[src/rtl/cache_pkg.sv]
// Shared types for the direct-mapped write-through cache.
// Assumes nothing beyond IEEE 1800-2017 packages.
package cache_pkg;
    // Controller phases: idle lookup, block read request, block fill, write-through.
    typedef enum logic [1:0] {
        ST_IDLE  = 2'd0,
        ST_RDREQ = 2'd1,
        ST_FILL  = 2'd2,
        ST_WTHRU = 2'd3
    } cache_state_e;
endpackage

[src/rtl/cache_line_store.sv]
// Line storage: per-line valid flag and tag plus a block of data words.
// Reads are combinational at the given index; writes are synchronous.
// Assumes at most one data word and one tag are written per cycle.
module cache_line_store #(
    parameter int DATA_W   = 32,
    parameter int INDEX_W  = 4,
    parameter int BLK_LOG2 = 2,
    parameter int TAG_W    = 24
) (
    input  logic                clk,
    input  logic                rst_n,
    input  logic [INDEX_W-1:0]  idx,
    input  logic [BLK_LOG2-1:0] rd_word,
    output logic                rd_valid,
    output logic [TAG_W-1:0]    rd_tag,
    output logic [DATA_W-1:0]   rd_data,
    input  logic                wr_en,
    input  logic [BLK_LOG2-1:0] wr_word,
    input  logic [DATA_W-1:0]   wr_data,
    input  logic                tag_en,
    input  logic [TAG_W-1:0]    tag_in
);
    localparam int LINES = 1 << INDEX_W;
    localparam int SLOTS = LINES << BLK_LOG2;

    logic [LINES-1:0]  valid_q;
    logic [TAG_W-1:0]  tag_q  [LINES];
    logic [DATA_W-1:0] data_q [SLOTS];

    // Valid flags: cleared by reset, set when a line's tag is installed.
    always_ff @(posedge clk) begin
        if (!rst_n)      valid_q      <= '0;
        else if (tag_en) valid_q[idx] <= 1'b1;
    end

    // Tag array write at the end of a fill.
    always_ff @(posedge clk) begin
        if (tag_en) tag_q[idx] <= tag_in;
    end

    // Data array write for fill words and merged stores.
    always_ff @(posedge clk) begin
        if (wr_en) data_q[{idx, wr_word}] <= wr_data;
    end

    // Combinational lookup of the indexed line.
    always_comb begin
        rd_valid = valid_q[idx];
        rd_tag   = tag_q[idx];
        rd_data  = data_q[{idx, rd_word}];
    end

    // the cycle reset is released, no line is valid.
    a_r1_reset_clears_valid: assert property (@(posedge clk) disable iff (!rst_n)
        $rose(rst_n) |-> (valid_q == '0));
endmodule

[src/rtl/cache_byte_select.sv]
// Load data formatter: passes the word through or extracts one
// zero-extended byte chosen by the byte offset (offset 0 = bits 7:0).
module cache_byte_select #(
    parameter int DATA_W    = 32,
    parameter int BYTE_LOG2 = 2
) (
    input  logic [DATA_W-1:0]    word_in,
    input  logic [BYTE_LOG2-1:0] byte_off,
    input  logic                 byte_mode,
    output logic [DATA_W-1:0]    data_out
);
    logic [DATA_W-1:0] shifted;

    // Shift the selected byte lane down and mask when a byte is requested.
    always_comb begin
        shifted  = word_in >> {byte_off, 3'b000};
        data_out = byte_mode ? {{(DATA_W-8){1'b0}}, shifted[7:0]} : word_in;
    end
endmodule

[src/rtl/cache_miss_fsm.sv]
// Miss and write-through sequencer. Issues a block read on a miss, counts
// fill words, installs the tag on the last word, and issues one memory
// write per store hit. Assumes the requester holds its request while
// stalled and that memory sends fill words only after accepting a read.
module cache_miss_fsm
    import cache_pkg::*;
#(
    parameter int BLK_LOG2 = 2
) (
    input  logic                clk,
    input  logic                rst_n,
    input  logic                cpu_req,
    input  logic                cpu_we,
    input  logic                hit,
    input  logic                mem_ready,
    input  logic                mem_rvalid,
    output logic                mem_req,
    output logic                mem_we,
    output logic                fill_we,
    output logic [BLK_LOG2-1:0] fill_cnt,
    output logic                tag_en,
    output logic                store_we,
    output logic                done
);
    cache_state_e state_q, state_d;
    logic [BLK_LOG2-1:0] cnt_q;

    // Next state and per-cycle controls.
    always_comb begin
        state_d  = state_q;
        mem_req  = 1'b0;
        mem_we   = 1'b0;
        fill_we  = 1'b0;
        tag_en   = 1'b0;
        store_we = 1'b0;
        done     = 1'b0;
        unique case (state_q)
            ST_IDLE: begin
                if (cpu_req && !hit)        state_d = ST_RDREQ;
                else if (cpu_req && cpu_we) state_d = ST_WTHRU;
                else if (cpu_req)           done    = 1'b1;
            end
            ST_RDREQ: begin
                mem_req = 1'b1;
                if (mem_ready) state_d = ST_FILL;
            end
            ST_FILL: begin
                fill_we = mem_rvalid;
                if (mem_rvalid && (&cnt_q)) begin
                    tag_en  = 1'b1;
                    state_d = ST_IDLE;
                end
            end
            ST_WTHRU: begin
                mem_req = 1'b1;
                mem_we  = 1'b1;
                if (mem_ready) begin
                    store_we = 1'b1;
                    done     = 1'b1;
                    state_d  = ST_IDLE;
                end
            end
            default: state_d = ST_IDLE;
        endcase
    end

    // State register.
    always_ff @(posedge clk) begin
        if (!rst_n) state_q <= ST_IDLE;
        else        state_q <= state_d;
    end

    // Fill word counter: cleared on read accept, advanced per fill word.
    always_ff @(posedge clk) begin
        if (!rst_n)                               cnt_q <= '0;
        else if (state_q == ST_RDREQ && mem_ready) cnt_q <= '0;
        else if (fill_we)                         cnt_q <= cnt_q + 1'b1;
    end

    assign fill_cnt = cnt_q;

    // an unaccepted memory request keeps its kind next cycle.
    a_r9_request_held: assert property (@(posedge clk) disable iff (!rst_n)
        (mem_req && !mem_ready) |=> (mem_req && (mem_we == $past(mem_we))));
endmodule

[src/rtl/dm_wt_cache.sv]
// Direct-mapped write-through data cache top. Splits the address into
// tag, index, word offset and byte offset, looks up the line, returns
// hits in the same cycle and stalls for fills and write-throughs.
// Assumes cpu_req and its fields stay constant while cpu_stall is high.
module dm_wt_cache
    import cache_pkg::*;
#(
    parameter int ADDR_W   = 32,
    parameter int DATA_W   = 32,
    parameter int INDEX_W  = 4,
    parameter int BLK_LOG2 = 2
) (
    input  logic              clk,
    input  logic              rst_n,
    input  logic              cpu_req,
    input  logic              cpu_we,
    input  logic              cpu_byte,
    input  logic [ADDR_W-1:0] cpu_addr,
    input  logic [DATA_W-1:0] cpu_wdata,
    output logic [DATA_W-1:0] cpu_rdata,
    output logic              cpu_stall,
    output logic              mem_req,
    output logic              mem_we,
    output logic [ADDR_W-1:0] mem_addr,
    output logic [DATA_W-1:0] mem_wdata,
    input  logic              mem_ready,
    input  logic              mem_rvalid,
    input  logic [DATA_W-1:0] mem_rdata
);
    localparam int BYTE_LOG2 = $clog2(DATA_W / 8);
    localparam int OFF_W     = BLK_LOG2 + BYTE_LOG2;
    localparam int TAG_W     = ADDR_W - INDEX_W - OFF_W;

    logic [TAG_W-1:0]     a_tag;
    logic [INDEX_W-1:0]   a_idx;
    logic [BLK_LOG2-1:0]  a_word;
    logic [BYTE_LOG2-1:0] a_byte;
    logic                 line_valid, hit;
    logic [TAG_W-1:0]     line_tag;
    logic [DATA_W-1:0]    line_word;
    logic                 fill_we, tag_en, store_we, done;
    logic [BLK_LOG2-1:0]  fill_cnt;
    logic                 wr_en;
    logic [BLK_LOG2-1:0]  wr_word;
    logic [DATA_W-1:0]    wr_data;

    // Address field split, most significant first.
    always_comb begin
        a_tag  = cpu_addr[ADDR_W-1 -: TAG_W];
        a_idx  = cpu_addr[OFF_W +: INDEX_W];
        a_word = cpu_addr[BYTE_LOG2 +: BLK_LOG2];
        a_byte = cpu_addr[BYTE_LOG2-1:0];
    end

    cache_line_store #(
        .DATA_W(DATA_W), .INDEX_W(INDEX_W), .BLK_LOG2(BLK_LOG2), .TAG_W(TAG_W)
    ) u_store (
        .clk(clk), .rst_n(rst_n), .idx(a_idx), .rd_word(a_word),
        .rd_valid(line_valid), .rd_tag(line_tag), .rd_data(line_word),
        .wr_en(wr_en), .wr_word(wr_word), .wr_data(wr_data),
        .tag_en(tag_en), .tag_in(a_tag)
    );

    // Hit detection: valid line with matching tag.
    assign hit = line_valid && (line_tag == a_tag);

    cache_miss_fsm #(.BLK_LOG2(BLK_LOG2)) u_fsm (
        .clk(clk), .rst_n(rst_n), .cpu_req(cpu_req), .cpu_we(cpu_we),
        .hit(hit), .mem_ready(mem_ready), .mem_rvalid(mem_rvalid),
        .mem_req(mem_req), .mem_we(mem_we), .fill_we(fill_we),
        .fill_cnt(fill_cnt), .tag_en(tag_en), .store_we(store_we), .done(done)
    );

    // Data write source: fill words from memory or the merged store word.
    always_comb begin
        wr_en   = fill_we | store_we;
        wr_word = fill_we ? fill_cnt  : a_word;
        wr_data = fill_we ? mem_rdata : cpu_wdata;
    end

    // Memory address: block aligned for reads, word aligned for writes.
    always_comb begin
        if (mem_we) mem_addr = {cpu_addr[ADDR_W-1:BYTE_LOG2], {BYTE_LOG2{1'b0}}};
        else        mem_addr = {cpu_addr[ADDR_W-1:OFF_W], {OFF_W{1'b0}}};
        mem_wdata = cpu_wdata;
    end

    cache_byte_select #(.DATA_W(DATA_W), .BYTE_LOG2(BYTE_LOG2)) u_bsel (
        .word_in(line_word), .byte_off(a_byte), .byte_mode(cpu_byte & ~cpu_we),
        .data_out(cpu_rdata)
    );

    // Stall until the sequencer reports completion.
    assign cpu_stall = cpu_req && !done;

    // a load can only complete on a hit.
    a_r3_load_done_on_hit: assert property (@(posedge clk) disable iff (!rst_n)
        (cpu_req && !cpu_we && !cpu_stall) |-> hit);
    // write-through is issued only once the block is in the line.
    a_r8_write_needs_line: assert property (@(posedge clk) disable iff (!rst_n)
        (mem_req && mem_we) |-> hit);
    // the last fill word leaves the requested line valid.
    a_r4_fill_installs_line: assert property (@(posedge clk) disable iff (!rst_n)
        tag_en |=> hit);
    // an unaccepted memory request keeps its address.
    a_r9_addr_held: assert property (@(posedge clk) disable iff (!rst_n)
        (mem_req && !mem_ready) |=> $stable(mem_addr));
endmodule

[config.mk]
export PLATFORM = sky130hd
export DESIGN_NAME = dm_wt_cache
export DESIGN_NICKNAME = d
export VERILOG_FILES = /design/src/rtl/cache_pkg.sv /design/src/rtl/cache_line_store.sv /design/src/rtl/cache_byte_select.sv /design/src/rtl/cache_miss_fsm.sv /design/src/rtl/dm_wt_cache.sv
export SDC_FILE = /design/constraint.sdc
export NUM_CORES = 2
export LEC_CHECK = 0
export BUFFER_PORTS_ARGS = -buffer_cell sky130_fd_sc_hd__buf_2
export CORE_ASPECT_RATIO = 1.75
export CORE_MARGIN = 2
export CORE_UTILIZATION = 43
export DETAILED_ROUTE_END_ITERATION = 10
export MAX_ROUTING_LAYER = met4
export PLACE_DENSITY = 0.63
export SLEW_MARGIN = 20
export SYNTH_ARGS = -nofsm -noshare
export SYNTH_HDL_FRONTEND = slang
export SYNTH_SLANG_ARGS = --single-unit
export TNS_END_PERCENT = 100
[constraint.sdc]
create_clock -name clk -period 6.4 [get_ports clk]
set_clock_uncertainty 0.15 [all_clocks]
set_input_delay 1.28 -clock clk [delete_from_list [all_inputs] [get_ports clk]]
set_output_delay 1.28 -clock clk [all_outputs]
set_load 0.005 [all_outputs]
# Word-level counts from Yosys, hierarchy flattened
# Memories as Yosys holds them, arrays and structs flattened.
# Cells that the tools add are included.
dict set report totals {
  ramBits 2432
  output_inout_bits 99
  mem_count 2
  input_bits 103
  ff_bits 20
  elab_cells 65
}
# memory words word_bits read_ports rd_clocked_by_memory_dff wr line
set mem_list {}
lappend mem_list {u_store.data_q 64 32 1 0 1 cache_line_store.sv:28} ;# logic [DATA_W-1:0] data_q [SLOTS];
lappend mem_list {u_store.tag_q 16 24 1 0 1 cache_line_store.sv:27} ;# logic [TAG_W-1:0] tag_q [LINES];
dict set report classes {
  n_eq_ne 8
  n_addsub 1
  muxes 29
  n_reduce_logical 14
  shift 1
  n_lt_le_gt_ge 2
  n_bitwise 5
}
# operator count
set op_table {}
lappend op_table {{$mux 32} 2}
lappend op_table {{$shr 32x5->8} 1}
lappend op_table {{$eq 24x24->1} 1}
lappend op_table {{$mux 1} 16}
lappend op_table {{$or 16x16->16} 1}
lappend op_table {{$mux 2} 6}
lappend op_table {{$pmux 2 s4} 1}
lappend op_table {{$logic_and 1x1->1} 7}
lappend op_table {{$lt 4x5->1 const B} 1}
lappend op_table {{$bmux 1 s4} 1}
lappend op_table {{$demux 1 s4} 1}
lappend op_table {{$eq 2x2->1 const B} 2}
lappend op_table {{$ge 4x1->1 const B} 1}
lappend op_table {{$mux 4} 1}
lappend op_table {{$ne 2x2->1 const B} 2}
lappend op_table {{$reduce_and 4->1} 1}
lappend op_table {{$reduce_or 2->1} 2}
lappend op_table {{$ne 3x1->1 const B} 1}
lappend op_table {{$add 2x1->2 const B} 1}
lappend op_table {{$eq 2x1->1 const B} 1}
lappend op_table {{$logic_not 1->1} 2}
lappend op_table {{$logic_not 2->1} 1}
lappend op_table {{$ne 2x1->1 const B} 1}
lappend op_table {{$not 1->1} 2}
lappend op_table {{other kinds (4)} 4}

# Logic depth before layout (Yosys ltp)
dict set report depth {
  depth_word 9
  mapped_depth 13
  depth_no_buf 8
}

# Modules after synthesis
# Synthesis repeated with hierarchy kept, for this count alone.
dict set report hier_totals {
  cells_unflattened 4102
  area_unflattened_um2 94137.8
}
# mod cells_each seq_area_each_um2 area_per_inst_um2 instances
set modules_own_cells {}
lappend modules_own_cells {cache_line_store 3862 73350.3 92160.9 1}
lappend modules_own_cells {dm_wt_cache 139 0.0 1172.4 1}
lappend modules_own_cells {cache_byte_select 65 0.0 511.7 1}
lappend modules_own_cells {cache_miss_fsm 36 80.1 292.8 1}

# Least setup slack after synthesis
# OpenSTA, ideal clock, no wires.
dict set report synth_timing {
  kind {input -> register}
  start {in cpu_addr[5]}
  end {mem u_store.data_q[56][0], enable pin}
  n_path_buf 6
  slack_ns 1.224
  arrival_ns 4.605
  required_time_ns 5.829
  cell_stages 9
  setup_ns 0.421
  path_cell_list {buf_2 buf_2 buf_2 buf_2 buf_2 buf_2 a21boi_0 nand2_1 nor2_1}
}
# item line
set synth_rtl {}
lappend synth_rtl {{from (decl)} dm_wt_cache.sv:18} ;# input logic [ADDR_W-1:0] cpu_addr,
lappend synth_rtl {{to (decl)} cache_line_store.sv:28}
# Straight into the memory's write port.

# Worst setup path after layout
dict set report layout_timing {
  start {in cpu_addr[7]}
  end {out cpu_rdata[1]}
}
dict set report layout_between {
  elab_chain_cells 3
}
# item line
set layout_rtl {}
lappend layout_rtl {{$mem_v2 64x32 *} n/a}
lappend layout_rtl {{$shr 32x5->8} cache_byte_select.sv:16} ;# shifted = word_in >> {byte_off, 3'b000};
lappend layout_rtl {{$mux 32 *} cache_byte_select.sv:17} ;# data_out = byte_mode ? {{(DATA_W-8){1'b0}}, shifted[7:0]} : word_in;
lappend layout_rtl {{to (decl)} dm_wt_cache.sv:20} ;# output logic [DATA_W-1:0] cpu_rdata,
# Mark *: on every way between the ends. The rest lies on a longest branch, timed or not.

==> impl_metrics.yaml <==
floorplanning:
  fp.coreArea_um2: 221000
  initial_core_util_pct: 43.3
  die-area_um2: 226000
  fp-row-count: 228
  die_w_um: 360
  ios: 202
  die_h_um: 627
layout:
  final_common_cell: "edfxtp_1"
  nNetsFinal: 4844
  nFillCells: 17500
  drive_above_1_share_pct: 33.1
  multi_input_area_um2: 21000
  regArea_um2: 73400
  final_cell_mix: "edfxtp_1 (2,432), mux4_2 (648), buf_4 (291), clkbuf_16 (213), buf_2 (195)"
  area_growth_pct: 13.9
sta:
  relSlewSlack_pct: 25.6
  whs_ns: 0.310
  finalSetupViolCount: 0
  hold_violations: 0
  post-route-period-util_pct: 97.6
  period_minus_slack_ns: 6.24
  rsz0062_at_grt: "no"
  slew_viol_final: 0
  tightest_slew_ns: 1.11
  fmax_ghz: 0.160
power_and_ir_drop:
  power.leakage_nw: 34.5
  p_seq_share_pct: 54.3
  intPower_w: 0.0261
  switching_share_pct: 22.4
  power_frac_comb_pct: 7.9
  clkPwrFrac_pct: 37.8
  ir_drop_uv: 229
  p_sw_w: 0.00755
  power.total_w: 0.0337
  p_per_area_nw_per_um2: 310
synthesis:
  synth_compound_area_share_pct: 2.06
  async_flop_share_pct: 0
  yosys_register_bits: 2452
  ys.warnings.count: 0
  synth_top_family_by_area: "multiplexers"
  synth_edf_count: 2432
  synth_xor_area_share_pct: 0.165
  synth_mux_area_share_pct: 17.0
  synth_cells: 4283
  synthSimpleGateAreaFrac_pct: 1.91
  synth_area_um2: 95500
  synth-main-ff-cell: "edfxtp_1"
  synth_cell_type_count: 69
  syn_avg_cell_area_um2: 22.3
  synthAdderAreaFrac_pct: 0.0655
  ys_seq_area_share_pct: 76.9
routing:
  post_drt_via_cell_ratio: 6.11
  wl_per_cell_um: 34.5
  firstDrtPassIters: 6
  antenna_left: 0
  drc_errors: 0
  drt-initial-drc-count: 6001
  drt_wl_total_mm: 268
  vias: 47500
setup_path:
  worstPathMaxFanout: 41
  crit_start: "cpu_addr[7]"
  critical_path.endpoint_type: "primary output"
  r2r-end: "u_store.data_q[28][27]"
  critPathKind: "in2out"
  worstSetupEndpoint: "cpu_rdata[1]"
  worstReg2RegStart: "u_fsm.state_q[0]"
  worstPathArrival_ns: 4.81
  r2r_setup_slack_ns: 2.09
  cp_data_required_time_ns: 4.97
  ff2ff_path_depth: 7
  cp-start-kind: "input port"
grt:
  grt_antenna_before_repair: 8
  gr-usage-all-layers_pct: 24.3
  grt_pass1_vias: 48200
  grt_max_degree: 65
  grt_use_met2_pct: 41.9
  use_met3_pct: 3.09
  top_usage_layer: "met2"
  grt.overflow.total: 0
  grt.met1_usage_pct: 28.1
  grt_first_pass_wirelength_mm: 372
cts:
  path_clk_slew_ns: 0.07
  clock_latency_ns: 0.85
  cts_root_buf: "clkbuf_16"
  tritoncts: "done"
  cts_htree_levels: 4
  post-cts-setup-buffer-count: 0
  cts.sinks: 2452
  postCtsHoldBufs: 0
  cts_buffer_depth: 4
  cts_buffers: 209
  cts_resized: 2
place:
  post-dp-hpwl_mm: 161
  port_buffers: 199
  globalplace.congestion: 0.902
flow_run:
  cap_violations: 0
status:
  status: "complete, no violations"
min_path:
  worstHoldPathCells: 1
  hold_path.class: "reg2reg"
## layout make-up
| class | count | area share, % |
|---|---|---|
| multi-input combinational | 1530 | 19.3 |
| timing repair buffer | 526 | 3.63 |
| sequential | 2452 | 67.5 |
| antenna | 6 | 0.0138 |
| clock inverter | 127 | 1.15 |
| clock buffer | 246 | 5.02 |
| inverter | 17 | 0.0610 |
| tap | 2875 | 3.31 |
## cell usage after synthesis (7+ instances only)
master    number  area [um^2]
a211oi_1       9         67.6
a21oi_1       33          165
a221oi_1      14          123
a22o_1        13          114
a22oi_1       69          518
a31oi_1        9         56.3
and2_1         7         43.8
buf_1         18         67.6
buf_2         69          345
buf_4        116          871
buf_6         21          236
clkbuf_1      60          225
dfxtp_1       20          400
edfxtp_1    2432        73000
inv_1         16         60.1
mux2_2        21          236
mux2i_1      141         1410
mux4_2       648        14600
nand2_1      181          679
nand2b_1      10         62.6
nand3_1       25          125
nand4_1        9         56.3
nor2_1       122          458
nor2b_1       18          113
nor3_1        26          130
nor4_1         7         43.8
o211ai_1      10         75.1
o21a_1        18          135
o21ai_0       30          150
o22ai_1       20          125
xnor2_1        9         78.8
xor2_1         9         78.8
## critical path: stages
cell	delay [ns]
buf_6	0.40
buf_4	0.36
nand2b_1	0.36
nor2_1	0.19
buf_4	0.32
a22oi_1	0.22
nand4_1	0.15
nor3_1	0.11
mux2_2	0.30
a221oi_1	0.74
buf_4	0.22
buf_2	0.11
## power groups by stage
stage / Clock [W] / Sequential [W] / Combinational [W]
3_5_place_dp: 0 / 0.0186 / 0.00265
4_1_cts: 0.0129 / 0.0183 / 0.00265
5_1_grt: 0.0134 / 0.0183 / 0.00279
6_report: 0.0127 / 0.0183 / 0.00267
3_3_place_gp: 0 / 0.0186 / 0.00259
2_1_floorplan: 0 / 0.0186 / 0.00139
## stage by stage
step | worst slack (ns) | cell area, um^2 | TNS, ns | cells | utilization (%)
after floorplan | 1.22 | 95500 | 0 | 4284 | -
final | 0.156 | 109000 | 0 | 7779 | 49.3
after global placement | -0.618 | 102000 | -0.760 | 7399 | 46.2
after detailed placement | -0.108 | 102000 | -0.108 | 7400 | 46.2
after global routing | 0.0628 | 109000 | 0 | 7776 | 49.3
after CTS | 0.0751 | 109000 | 0 | 7773 | 49.3
## sequential cells by signal, summed over array words and instances, names as in the netlist
name and count:
u_fsm.fill_cnt 2, u_fsm.state_q 2, u_store.data_q 2048, u_store.tag_q 384, u_store.valid_q 16
## worst min-delay path by stage
stage                             start             endpoint  slack (ns)
detailed placement   u_store.valid_q[2]   u_store.valid_q[2]        0.30
global placement     u_store.valid_q[6]   u_store.valid_q[6]        0.29
global route         u_store.valid_q[3]   u_store.valid_q[3]        0.33
finish               u_store.valid_q[2]   u_store.valid_q[2]        0.31
floorplan           u_store.valid_q[10]  u_store.valid_q[10]        0.29
CTS                  u_store.valid_q[2]   u_store.valid_q[2]        0.31
## per-layer routing
layer	routed length (um)	vias up
li1	-	18900
met1	93800	25700
met2	140000	2312
met3	18600	579
met4	15600	0
met5	0	-
## cells by family (layout without fill, tap and decap cells)
kind of cell,count (synthesis),count (layout)
fa+ha+maj,5,5
compound gates,273,273
flops,2452,2452
mux,810,810
buf+inv,302,916
xor+xnor,18,18
other cells,1,8
simple gates,422,422
Power figures use the tool's default switching activity.
